<file path="src/rtl/vfmt_pkg.sv">
package vfmt_pkg;

   localparam int OP_W   = 6;
   localparam int VS1_W  = 5;
   localparam int CFG_W  = 9;
   localparam int HALF_W = 16;

   typedef enum logic [1:0] {
      FMT_NATIVE = 2'd0,
      FMT_BF16   = 2'd1,
      FMT_E4M3   = 2'd2,
      FMT_E5M2   = 2'd3
   } fmt_e;

   typedef enum logic [OP_W-1:0] {
      OP_ADD        = 6'd0,
      OP_SUB        = 6'd1,
      OP_MINMAX     = 6'd2,
      OP_SGNJ       = 6'd3,
      OP_SLIDE1     = 6'd4,
      OP_SPLAT      = 6'd5,
      OP_MERGE      = 6'd6,
      OP_CMP        = 6'd7,
      OP_MUL        = 6'd8,
      OP_RSUB       = 6'd9,
      OP_FMA        = 6'd10,
      OP_WADDSUB    = 6'd11,
      OP_WMUL       = 6'd12,
      OP_WFMA       = 6'd13,
      OP_MV_TO_ELEM = 6'd14,
      OP_MV_TO_SCAL = 6'd15,
      OP_WCVT_FF    = 6'd16,
      OP_NCVT_FF    = 6'd17,
      OP_NCVT_ROD   = 6'd18,
      OP_RSQRT_EST  = 6'd19,
      OP_RECIP_EST  = 6'd20,
      OP_CLASS      = 6'd21,
      OP_WMACC_BF   = 6'd22,
      OP_WCVT_BF    = 6'd23,
      OP_NCVT_BF    = 6'd24,
      OP_DIV        = 6'd25,
      OP_SQRT       = 6'd26,
      OP_REDUCE     = 6'd27,
      OP_WCVT_IF    = 6'd28,
      OP_NCVT_FI    = 6'd29,
      OP_CVT_IF     = 6'd30
   } op_e;

   localparam logic [OP_W-1:0] OP_LAST = OP_CVT_IF;

   localparam logic [VS1_W-1:0] SUB_Q_PLAIN = 5'b11001;
   localparam logic [VS1_W-1:0] SUB_Q_SAT   = 5'b11011;
   localparam logic [VS1_W-1:0] SUB_BF_SAT  = 5'b11111;

   localparam logic [HALF_W-1:0] CNAN_BF16 = 16'h7FC0;
   localparam logic [HALF_W-1:0] CNAN_FP16 = 16'h7E00;

   typedef struct packed {
      logic       alt;
      logic       mask_pol;
      logic       tail_pol;
      logic [2:0] sew;
      logic [2:0] lmul;
   } cfg_t;

endpackage

</file>
<file path="src/rtl/vfmt_cfg_reg.sv">
module vfmt_cfg_reg
   import vfmt_pkg::*;
#(
   parameter int XLEN         = 64,
   parameter int MAX_SEW_CODE = 3
) (
   input  logic            clk,
   input  logic            rst_n,
   input  logic            wr_en,
   input  logic [XLEN-1:0] wr_data,
   output logic [XLEN-1:0] cfg_word,
   output cfg_t            cfg_fld,
   output logic            cfg_bad
);

   localparam int PAD_W = XLEN - CFG_W - 1;

   cfg_t wr_fld;
   logic wr_rsv;
   cfg_t fld_q;
   logic bad_q;

   assign wr_fld = cfg_t'(wr_data[CFG_W-1:0]);

   always_comb begin
      wr_rsv = 1'b0;
      if (wr_fld.alt && (wr_fld.sew >= 3'd2))   wr_rsv = 1'b1;
      if (wr_fld.sew > 3'(MAX_SEW_CODE))        wr_rsv = 1'b1;
      if (|wr_data[XLEN-1:CFG_W])               wr_rsv = 1'b1;
   end

   always_ff @(posedge clk) begin
      if (!rst_n) begin
         bad_q <= 1'b1;
         fld_q <= '0;
      end else if (wr_en) begin
         bad_q <= wr_rsv;
         fld_q <= wr_rsv ? cfg_t'('0) : wr_fld;
      end
   end

   assign cfg_word = {bad_q, {PAD_W{1'b0}}, fld_q};
   assign cfg_fld  = fld_q;
   assign cfg_bad  = bad_q;

endmodule

</file>
<file path="src/rtl/vfmt_op_decode.sv">
module vfmt_op_decode
   import vfmt_pkg::*;
#(
   parameter bit OFP8_EN = 1'b1
) (
   input  cfg_t             cfg_fld,
   input  logic             cfg_bad,
   input  logic             op_valid,
   input  logic [OP_W-1:0]  op_id,
   input  logic [VS1_W-1:0] op_vs1,
   output logic             op_illegal,
   output fmt_e             op_fmt,
   output logic             op_sat
);

   op_e  op;
   logic ofp8_allowed;
   logic known, is_e8, is_e16;
   logic q_code, bf_sat_code, sat_code, special_code, ofp8_form;
   logic bf16_set, int8_set;

   generate
      if (OFP8_EN) begin : g_ofp8_on
         assign ofp8_allowed = 1'b1;
      end else begin : g_ofp8_off
         assign ofp8_allowed = 1'b0;
      end
   endgenerate

   assign op = op_e'(op_id);

   always_comb begin
      known        = (op_id <= OP_LAST);
      is_e8        = (cfg_fld.sew == 3'd0);
      is_e16       = (cfg_fld.sew == 3'd1);
      q_code       = (op == OP_NCVT_FF) &&
                     ((op_vs1 == SUB_Q_PLAIN) || (op_vs1 == SUB_Q_SAT));
      bf_sat_code  = (op == OP_NCVT_BF) && (op_vs1 == SUB_BF_SAT);
      sat_code     = ((op == OP_NCVT_FF) && (op_vs1 == SUB_Q_SAT)) || bf_sat_code;
      special_code = q_code || bf_sat_code;
      ofp8_form    = is_e8 && ((op == OP_WCVT_BF) || (op == OP_NCVT_BF) || q_code);
      int8_set     = (op == OP_WCVT_IF) || (op == OP_NCVT_FI);
      bf16_set     = op inside {OP_ADD, OP_SUB, OP_MINMAX, OP_SGNJ, OP_SLIDE1,
                                OP_SPLAT, OP_MERGE, OP_CMP, OP_MUL, OP_RSUB,
                                OP_FMA, OP_WADDSUB, OP_WMUL, OP_WFMA,
                                OP_MV_TO_ELEM, OP_MV_TO_SCAL, OP_WCVT_FF,
                                OP_NCVT_FF, OP_NCVT_ROD, OP_RSQRT_EST,
                                OP_RECIP_EST, OP_CLASS, OP_WMACC_BF,
                                OP_WCVT_BF, OP_NCVT_BF};

      op_illegal = 1'b0;
      op_fmt     = FMT_NATIVE;
      op_sat     = 1'b0;
      if (!op_valid) begin
         op_illegal = 1'b0;
      end else if (cfg_bad || !known) begin
         op_illegal = 1'b1;
      end else if (ofp8_form) begin
         if (ofp8_allowed) begin
            op_fmt = cfg_fld.alt ? FMT_E5M2 : FMT_E4M3;
            op_sat = sat_code;
         end else begin
            op_illegal = 1'b1;
         end
      end else if (special_code) begin
         op_illegal = 1'b1;
      end else if (!cfg_fld.alt) begin
         op_fmt = FMT_NATIVE;
      end else if (is_e8) begin
         if (int8_set) op_fmt = FMT_BF16;
         else          op_illegal = 1'b1;
      end else if (is_e16) begin
         if (bf16_set) op_fmt = FMT_BF16;
         else          op_illegal = 1'b1;
      end else begin
         op_illegal = 1'b1;
      end
   end

endmodule

</file>
<file path="src/rtl/vfmt_nanbox.sv">
module vfmt_nanbox
   import vfmt_pkg::*;
#(
   parameter int FLEN = 64
) (
   input  logic [FLEN-1:0]   scal_in,
   input  logic              alt,
   output logic [HALF_W-1:0] scal_out
);

   generate
      if (FLEN > HALF_W) begin : g_boxed
         logic boxed;
         assign boxed    = &scal_in[FLEN-1:HALF_W];
         assign scal_out = boxed ? scal_in[HALF_W-1:0]
                                 : (alt ? CNAN_BF16 : CNAN_FP16);
      end else begin : g_flat
         logic unused_alt;
         assign unused_alt = alt;
         assign scal_out   = scal_in[HALF_W-1:0];
      end
   endgenerate

endmodule

</file>
<file path="src/rtl/vfmt_legality.sv">
module vfmt_legality
   import vfmt_pkg::*;
#(
   parameter int XLEN         = 64,
   parameter int FLEN         = 64,
   parameter int MAX_SEW_CODE = 3,
   parameter bit OFP8_EN      = 1'b1
) (
   input  logic              clk,
   input  logic              rst_n,
   input  logic              cfg_wr_en,
   input  logic [XLEN-1:0]   cfg_wr_data,
   output logic [XLEN-1:0]   cfg_q,
   output logic              cfg_bad,
   input  logic              op_valid,
   input  logic [OP_W-1:0]   op_id,
   input  logic [VS1_W-1:0]  op_vs1,
   output logic              op_illegal,
   output logic [1:0]        op_fmt,
   output logic              op_sat,
   input  logic [FLEN-1:0]   scal_in,
   output logic [HALF_W-1:0] scal_out
);

   generate
      if (XLEN < 16) begin : g_xlen_chk
         $error("vfmt_legality: XLEN must be at least 16");
      end
      if (FLEN < HALF_W) begin : g_flen_chk
         $error("vfmt_legality: FLEN must be at least 16");
      end
      if ((MAX_SEW_CODE < 1) || (MAX_SEW_CODE > 7)) begin : g_sew_chk
         $error("vfmt_legality: MAX_SEW_CODE must lie in 1..7");
      end
   endgenerate

   cfg_t cfg_fld;
   fmt_e fmt_w;

   vfmt_cfg_reg #(
      .XLEN         (XLEN),
      .MAX_SEW_CODE (MAX_SEW_CODE)
   ) cfg_i (
      .clk      (clk),
      .rst_n    (rst_n),
      .wr_en    (cfg_wr_en),
      .wr_data  (cfg_wr_data),
      .cfg_word (cfg_q),
      .cfg_fld  (cfg_fld),
      .cfg_bad  (cfg_bad)
   );

   vfmt_op_decode #(
      .OFP8_EN (OFP8_EN)
   ) dec_i (
      .cfg_fld    (cfg_fld),
      .cfg_bad    (cfg_bad),
      .op_valid   (op_valid),
      .op_id      (op_id),
      .op_vs1     (op_vs1),
      .op_illegal (op_illegal),
      .op_fmt     (fmt_w),
      .op_sat     (op_sat)
   );

   assign op_fmt = fmt_w;

   vfmt_nanbox #(
      .FLEN (FLEN)
   ) box_i (
      .scal_in  (scal_in),
      .alt      (cfg_fld.alt),
      .scal_out (scal_out)
   );

endmodule

</file>
<file path="config.mk">
export PLATFORM = sky130hd
export DESIGN_NAME = vfmt_legality
export DESIGN_NICKNAME = d
export VERILOG_FILES = /design/src/rtl/vfmt_pkg.sv /design/src/rtl/vfmt_cfg_reg.sv /design/src/rtl/vfmt_op_decode.sv /design/src/rtl/vfmt_nanbox.sv /design/src/rtl/vfmt_legality.sv
export SDC_FILE = /design/constraint.sdc
export NUM_CORES = 1
export LEC_CHECK = 0
export ABC_AREA = 1
export BUFFER_PORTS_ARGS = -buffer_cell sky130_fd_sc_hd__buf_4
export CAP_MARGIN = 20
export CORE_AREA = 2 2 89 91
export CTS_CLUSTER_DIAMETER = 80
export DETAILED_ROUTE_END_ITERATION = 7
export DIE_AREA = 0 0 91 93
export PLACE_DENSITY = 0.72
export SLEW_MARGIN = 20
export SYNTH_ARGS = -nofsm -noshare
export SYNTH_HDL_FRONTEND = slang
export SYNTH_SLANG_ARGS = --single-unit
</file>
<file path="constraint.sdc">
create_clock -name clk -period 1.2 [get_ports clk]
set_input_delay 0.18 -clock clk [delete_from_list [all_inputs] [get_ports clk]]
set_output_delay 0.18 -clock clk [all_outputs]
set_load 0.01 [all_outputs]
</file>
# After elaboration in Yosys (flattened, before gate mapping)
# Index checks and enable logic that the tools add are counted.
[totals] in_bits=143 elab_cells=85 reg_bits=10 output_inout_bits=85
[classes] n_reduce_logical=18 n_lt_le_gt_ge=3 eq_ne=30 n_mux=28
[op_table] op="$eq 6x5->1 const B" count=11
[op_table] op="$reduce_or 55->1" count=1
[op_table] op="$eq 6x4->1 const B" count=8
[op_table] op="$reduce_and 48->1" count=1
[op_table] op="$reduce_bool 25->1" count=1
[op_table] op="$eq 6x3->1 const B" count=4
[op_table] op="$mux 1" count=18
[op_table] op="$mux 9" count=2
[op_table] op="$mux 16" count=1
[op_table] op="$eq 5x5->1 const B" count=3
[op_table] op="$mux 2" count=7
[op_table] op="$eq 6x2->1 const B" count=2
[op_table] op="$logic_or 1x1->1" count=7
[op_table] op="$eq 6x1->1 const B" count=1
[op_table] op="$le 6x5->1 const B" count=1
[op_table] op="$logic_not 6->1" count=1
[op_table] op="$logic_and 1x1->1" count=5
[op_table] op="$eq 3x1->1 const B" count=1
[op_table] op="$ge 3x2->1 const B" count=1
[op_table] op="$gt 3x2->1 const B" count=1
[op_table] op="$logic_not 3->1" count=1
[op_table] op="$logic_not 1->1" count=1

# Depth between registers and ports, before layout
# Gate-level depths: netlist of the first run.
[logic_depth] ltp_word=10 depth_mapped=9 depth_no_buf=9

# Hierarchy
# Synthesis of the first run repeated with hierarchy kept, for this count alone.
[unflattened] hier_cells=369 area_unflattened_um2=1961.9
[by_module_without_submodules] mod="vfmt_cfg_reg" instances=1 area_per_inst_um2=1311.3 cells_per_inst=228
[by_module_without_submodules] mod="vfmt_nanbox" instances=1 area_per_inst_um2=380.4 cells_per_inst=79
[by_module_without_submodules] mod="vfmt_op_decode" instances=1 area_per_inst_um2=270.3 cells_per_inst=62

# Worst setup path after synthesis of the first run
# Ideal clock, no wire load.
[synth_timing] path_kind="input to output" startpoint="input port scal_in[22]" endpoint="output port scal_out[6]" stages=6 path_slack_ns=-0.012 required_ns=1.020 n_path_buf=1 t_arrival_ns=1.032 cell_sequence="nand4_1 or2_0 nor2_1 nand3_2 buf_6 o21ai_1"
[synth_between] elab_chain_len=2
[synth_lines] element="from (decl)" line="vfmt_legality.sv:21" source="input logic [FLEN-1:0] scal_in,"
[synth_lines] element="$reduce_and 48->1" line="vfmt_nanbox.sv:14" source="assign boxed = &scal_in[FLEN-1:HALF_W];"
[synth_lines] element="$mux 16" line="vfmt_nanbox.sv:15" source="assign scal_out = boxed ? scal_in[HALF_W-1:0]"
[synth_lines] element="to (decl)" line="vfmt_legality.sv:22" source="output logic [HALF_W-1:0] scal_out"
# No other way between the ends.

# Worst setup path in the final report of the first run
[layout_timing] startpoint="input port scal_in[22]" endpoint="output port scal_out[14]"
# The elaborated chain is that of the path after synthesis.

==> flow_metrics.py, run 1 <==
metrics = {
    "power": {
        "clockPowerShare": 0.242,
        "powerDensity_nw_per_um2": 430,
        "swShare": 0.301,
        "p_sw_uw": 416,
        "peakVddDrop_mv": 0.365,
        "power.share.sequential": 0.260,
        "internal-power_uw": 967,
        "pwr-share-comb": 0.498,
        "p_leak_nw": 1.68,
    },
    "critical_path": {
        "critPathBufInv": 2,
        "crit_path_start": "scal_in[22]",
        "start_kind": "primary input",
        "rrSetupSlack_ns": 0.38,
        "r2r_start": "cfg_i.cfg_bad$_SDFFE_PN1P_",
        "crit_chain": "buf_6 > nand4_1 > or2_1 > nor2_4 > nand3_4 > or2_4 > buf_6",
        "critPathCaptureType": "output port",
        "critPathTopFamily": "simple AND/OR/NAND/NOR gates",
        "critPathArrivalTime_ns": 1.32,
        "reg2regPathDepth": 4,
        "cpPeakStageDelay_ns": 0.27,
        "timing.critical_path.to": "scal_out[14]",
        "timing.rr.end": "cfg_i.cfg_bad$_SDFFE_PN1P_",
        "cp_num_cells": 7,
        "path_max_fanout": 5,
        "worst_path_most_repeated_cell": "buf_6",
        "path_class": "in2out",
        "cp_slowest_cell": "or2_1",
        "cp.required_ns": 1.02,
    },
    "global_route": {
        "overflow": 0,
        "grt_pass1_vias": 2132,
        "grt_pass1_wl_um": 9490,
        "antenna_found_initial": 0,
        "grt.total_usage": 0.137,
        "grt_max_degree": 21,
    },
    "timing": {
        "setup_viol": 20,
        "grt_setup_unrepaired": "yes",
        "clock.fmax_mhz": 665,
        "finalMaxSlewViolations": 0,
        "period_minus_slack_ns": 1.50,
        "final.period_utilization": 1.25,
        "finalWorstSetupSlack_ns": -0.305,
        "hold_viol_final": 0,
        "fin_skew_ns": 0,
    },
    "logic_synthesis": {
        "syn_area_per_cell_um2": 5.51,
        "syn_inst": 283,
        "netlist_area_um2": 1560,
        "yosysUniqueCellTypes": 24,
        "synth-seq-cells": 10,
        "ys_seq_area_frac": 0.128,
        "ys_warn_count": 0,
    },
    "clock_network": {
        "path_clk_slew_ns": 0.04,
        "clock-sinks": 10,
        "cts_htree_levels": 1,
        "cts_hold_buffers": 0,
        "cts_tree": "yes",
        "clock_latency_ns": 0.23,
        "tritoncts.num_buffers": 3,
        "cts.path.max_buffers": 2,
        "root_buffer": "clkbuf_8",
    },
    "cells_and_area": {
        "nNetsFinal": 613,
        "num_antenna_cells": 0,
        "final_cells": 570,
        "design_area_um2": 3210,
        "final_common_cell": "buf_4",
        "syn_to_final_growth_pct": 106,
        "layout_common_cells": "166 x buf_4, 54 x conb_1, 51 x nand2_1",
        "drive_gt1_frac": 0.528,
    },
    "floorplanning": {
        "die_h_um": 93,
        "fp-row-count": 32,
        "ios": 228,
        "dieArea_um2": 8460,
        "initial_utilization": 0.207,
        "fp.dieW_um": 91,
        "core-area_um2": 7530,
    },
    "drt": {
        "drt_wl_total_um": 6360,
        "viasPerCell": 3.94,
        "antenna_left": 0,
        "first_iter_violations": 34,
        "first_pass_iters": 4,
        "wire_per_inst_um": 11.2,
        "num_vias": 2244,
        "drc": 0,
    },
    "place": {
        "io_buffers": 173,
        "place_inst": 563,
        "gp_congestion": 0.695,
        "dp_hpwl_um": 5290,
        "place_area_um2": 2840,
    },
    "job": {
        "drv_cap": 0,
    },
    "min_path": {
        "worstHoldPathCells": 3,
        "hold_class": "in2reg",
    },
    "run_status": {
        "status": "finished, violations left",
        "violations": "negative setup slack",
    },
}
## layer usage
layer,part of all wire,GRT usage,vias to the layer above
met1,0.33,0.142,973
met5,0,0,-
met3,0.10,0.0306,2
met2,0.56,0.280,135
met4,0.0013,0.0240,0
li1,-,-,1134
## layout make-up
cell class	instances	area [um^2]
sequential	10	208
tap	102	128
fill	809	4310
timing repair buffer	188	1500
inverter	31	116
clock buffer	3	41.3
multi-input combinational	236	1220
## worst min-delay path, cell delays in order
cell	delay, ns
buf_4	0.11
nand3_1	0.08
a21oi_1	0.05
## state kept, by name (all words and copies together), names as in the netlist
signal         cells
cfg_i.cfg_fld      9
cfg_i.cfg_bad      1
## power by group through the flow
stage	clock, mW	combinational (mW)	sequential [mW]
finish	0.335	0.688	0.360
global route	0.374	0.756	0.361
CTS	0.357	0.666	0.360
detailed placement	0	0.634	0.364
global placement	0	0.624	0.364
floorplan	0	0.329	0.368
## worst min path at each step
| stage | startpoint | endpoint | slack (ns) |
|---|---|---|---|
| 5_1_grt | cfg_wr_data[6] | cfg_i.cfg_fld[6]$_SDFFE_PN0P_ | 0.23 |
| 2_1_floorplan | cfg_wr_data[0] | cfg_i.cfg_fld[0]$_SDFFE_PN0P_ | 0.34 |
| 3_3_place_gp | cfg_wr_data[7] | cfg_i.cfg_fld[7]$_SDFFE_PN0P_ | 0.46 |
| 6_report | cfg_wr_data[3] | cfg_i.cfg_fld[3]$_SDFFE_PN0P_ | 0.23 |
| 4_1_cts | cfg_wr_data[3] | cfg_i.cfg_fld[3]$_SDFFE_PN0P_ | 0.22 |
| 3_5_place_dp | cfg_wr_data[7] | cfg_i.cfg_fld[7]$_SDFFE_PN0P_ | 0.47 |
## cell families after synthesis
logic type      share of synthesized area
flops                               0.128
other cells                       0.00241
buf+inv                             0.359
simple gates                        0.431
compound gates                     0.0795
## repair_timing
action | in CTS | in global routing
pin swaps | 23 | 15
endpoints found under the setup margin | 20 | 20
setup buffers | 2 | 1
gates cloned | 1 | 0
gates resized for setup | 60 | 34
## synth_stat cells (all sizes together)
library cell / n / area share
nor3: 1 / 0.0032
a21oi: 10 / 0.032
buf: 57 / 0.28
clkbuf: 3 / 0.0072
inv: 31 / 0.075
nand3: 15 / 0.051
nor3b: 1 / 0.0048
and2: 1 / 0.0040
nor2: 65 / 0.16
dfxtp: 10 / 0.13
nand4: 7 / 0.028
conb: 1 / 0.0024
or2: 8 / 0.032
o21ai: 11 / 0.038
nand2: 60 / 0.14
o211ai: 2 / 0.0096
## metrics by stage
step	power (mW)	util	worst slack, ns	TNS, ns	hold WS [ns]
floorplan	0.697	-	-0.0119	-0.0237	0.338
CTS	1.38	0.409	-0.320	-5.38	0.220
detailed placement	0.998	0.377	-0.428	-8.08	0.470
global route	1.49	0.427	-0.384	-6.91	0.228
finish	1.38	0.427	-0.305	-5.65	0.226
global placement	0.988	0.377	-0.417	-7.57	0.459
No activity file was read; power rests on OpenSTA's default activity.
==> run 2, diff against run 1 <==
- CORE_AREA: 2 2 89 91 -> 2 2 87 89
- CTS_BUF_LIST: unset -> sky130_fd_sc_hd__clkbuf_4 sky130_fd_sc_hd__clkbuf_8
- DIE_AREA: 0 0 91 93 -> 0 0 89 91
- PLACE_DENSITY: 0.72 -> 0.75
- TNS_END_PERCENT: unset -> 5
==> run 2 against run 1 <==
  * Clock power rose by 29%
  * The run still ends with negative setup slack left
  * Clock skew unchanged
  * Worst setup slack gained 0.028 ns
  * Critical path type unchanged
  * Highest routed layer unchanged
==> flow_metrics.py, run 2 (synthesized netlist as in run 1, its figures left out) <==
metrics = {
    "run_status": {
        "status": "finished, violations left",
        "violations": "negative setup slack",
    },
    "drt": {
        "first_iter_violations": 28,
        "antenna_left": 0,
        "drc": 0,
        "first_pass_iters": 4,
        "viasPerCell": 3.87,
        "wire_per_inst_um": 11.3,
        "drt_wl_total_um": 6400,
        "num_vias": 2185,
    },
    "floorplanning": {
        "ios": 228,
        "core-area_um2": 7140,
        "fp.dieW_um": 89,
        "dieArea_um2": 8100,
        "die_h_um": 91,
        "initial_utilization": 0.218,
        "fp-row-count": 31,
    },
    "global_route": {
        "antenna_found_initial": 0,
        "grt_max_degree": 21,
        "grt_pass1_wl_um": 9260,
        "overflow": 0,
        "grt_pass1_vias": 2130,
        "grt.total_usage": 0.147,
    },
    "critical_path": {
        "critPathCaptureType": "output port",
        "path_max_fanout": 5,
        "critPathTopFamily": "simple AND/OR/NAND/NOR gates",
        "critPathBufInv": 2,
        "critPathArrivalTime_ns": 1.30,
        "cpPeakStageDelay_ns": 0.26,
        "cp.required_ns": 1.02,
        "path_class": "in2out",
        "crit_chain": "buf_4 > nand2_2 > nor2_4 > nand4_1 > nor2_4 > nand3_4 > or2_4 > buf_4",
        "cp_slowest_cell": "or2_4",
        "start_kind": "primary input",
    },
    "timing": {
        "finalMaxSlewViolations": 0,
        "finalWorstSetupSlack_ns": -0.277,
        "final.period_utilization": 1.23,
        "hold_ws_ns": 0.213,
        "fin_skew_ns": 0,
        "clock.fmax_mhz": 677,
        "period_minus_slack_ns": 1.48,
        "grt_setup_unrepaired": "yes",
        "hold_viol_final": 0,
        "setup_viol": 20,
    },
    "cells_and_area": {
        "fin_util": 0.426,
        "syn_to_final_growth_pct": 95.2,
        "design_area_um2": 3040,
        "num_antenna_cells": 0,
        "nNetsFinal": 609,
        "layout_common_cells": "177 x buf_4, 56 x nand2_1, 54 x conb_1",
        "drive_gt1_frac": 0.488,
        "final_common_cell": "buf_4",
        "largest_reg_flops": 9,
    },
    "power": {
        "p_leak_nw": 1.64,
        "powerDensity_nw_per_um2": 476,
        "finalPower_mw": 1.45,
        "peakVddDrop_mv": 0.379,
    },
    "clock_network": {
        "cts_htree_levels": 1,
        "path_clk_slew_ns": 0.05,
        "tritoncts.num_buffers": 3,
        "root_buffer": "clkbuf_8",
        "cts_hold_buffers": 0,
        "cts_tree": "yes",
        "clock-sinks": 10,
        "clock_latency_ns": 0.23,
        "cts.path.max_buffers": 2,
    },
    "place": {
        "gp_congestion": 0.768,
        "io_buffers": 173,
        "dp_hpwl_um": 5510,
        "place_area_um2": 2820,
    },
    "min_path": {
        "hold_class": "in2reg",
    },
    "job": {
        "drv_cap": 0,
    },
}
[run 2: cell count changes in the layout (fill, tap and decap cells not counted), sizes merged]
cell	before	now
buf	188	184
clkbuf	3	4
[run 2: layout make-up]
cell class                      count  area [um^2]
Clock buffer                        4         55.1
Inverter                           31          116
Fill cell                         735         4090
Timing Repair Buffer              184         1410
Tap cell                           99          124
Multi-Input combinational cell    236         1130
Sequential cell                    10          206
[run 2: worst paths after layout]
check | start | end | slack [ns] | depth (start not counted)
max reg2reg | cfg_i.cfg_fld[4]$_SDFFE_PN0P_ | cfg_i.cfg_fld[4]$_SDFFE_PN0P_ | 0.45 | 3
max | scal_in[38] | scal_out[13] | -0.28 | 8
min | cfg_wr_data[7] | cfg_i.cfg_fld[7]$_SDFFE_PN0P_ | 0.21 | 3
min reg2reg | cfg_i.cfg_fld[6]$_SDFFE_PN0P_ | cfg_i.cfg_fld[6]$_SDFFE_PN0P_ | 0.53 | 2
[run 2: metal layers]
layer / up-vias / GRT usage / share of wire / wire, um
met1: 926 / 0.160 / 0.38 / 2420
met4: 0 / 0.0336 / 0.0053 / 34
met2: 130 / 0.284 / 0.52 / 3310
met3: 2 / 0.0282 / 0.099 / 634
li1: 1127 / - / - / -
met5: - / 0 / 0 / 0
[run 2: repair_timing]
action	CTS	global route
gates cloned	1	0
setup endpoints to repair	20	21
pin swaps	13	9
buffers inserted	0	0
resized for setup	39	12
[run 2: where the power goes]
part	internal, mW	leakage (nW)	total (mW)	switching [mW]
clock	0.289	0.0288	0.432	0.142
combinational	0.388	1.53	0.660	0.272
sequential	0.346	0.0837	0.357	0.0104
[run 2: worst min-delay path, stage by stage]
cell and delay, ns:
buf_4 0.11, nand3_1 0.07, a21oi_1 0.05
[run 2: per-stage QoR]
| stage | setup slack, ns | TNS, ns | instances |
|---|---|---|---|
| final | -0.277 | -4.91 | 564 |
| after global routing | -0.390 | -6.69 | 564 |
| after CTS | -0.304 | -5.42 | 564 |
| after detailed placement | -0.401 | -6.89 | 559 |
| after global placement | -0.379 | -6.09 | 559 |
| after floorplan | -0.0119 | -0.0290 | 336 |
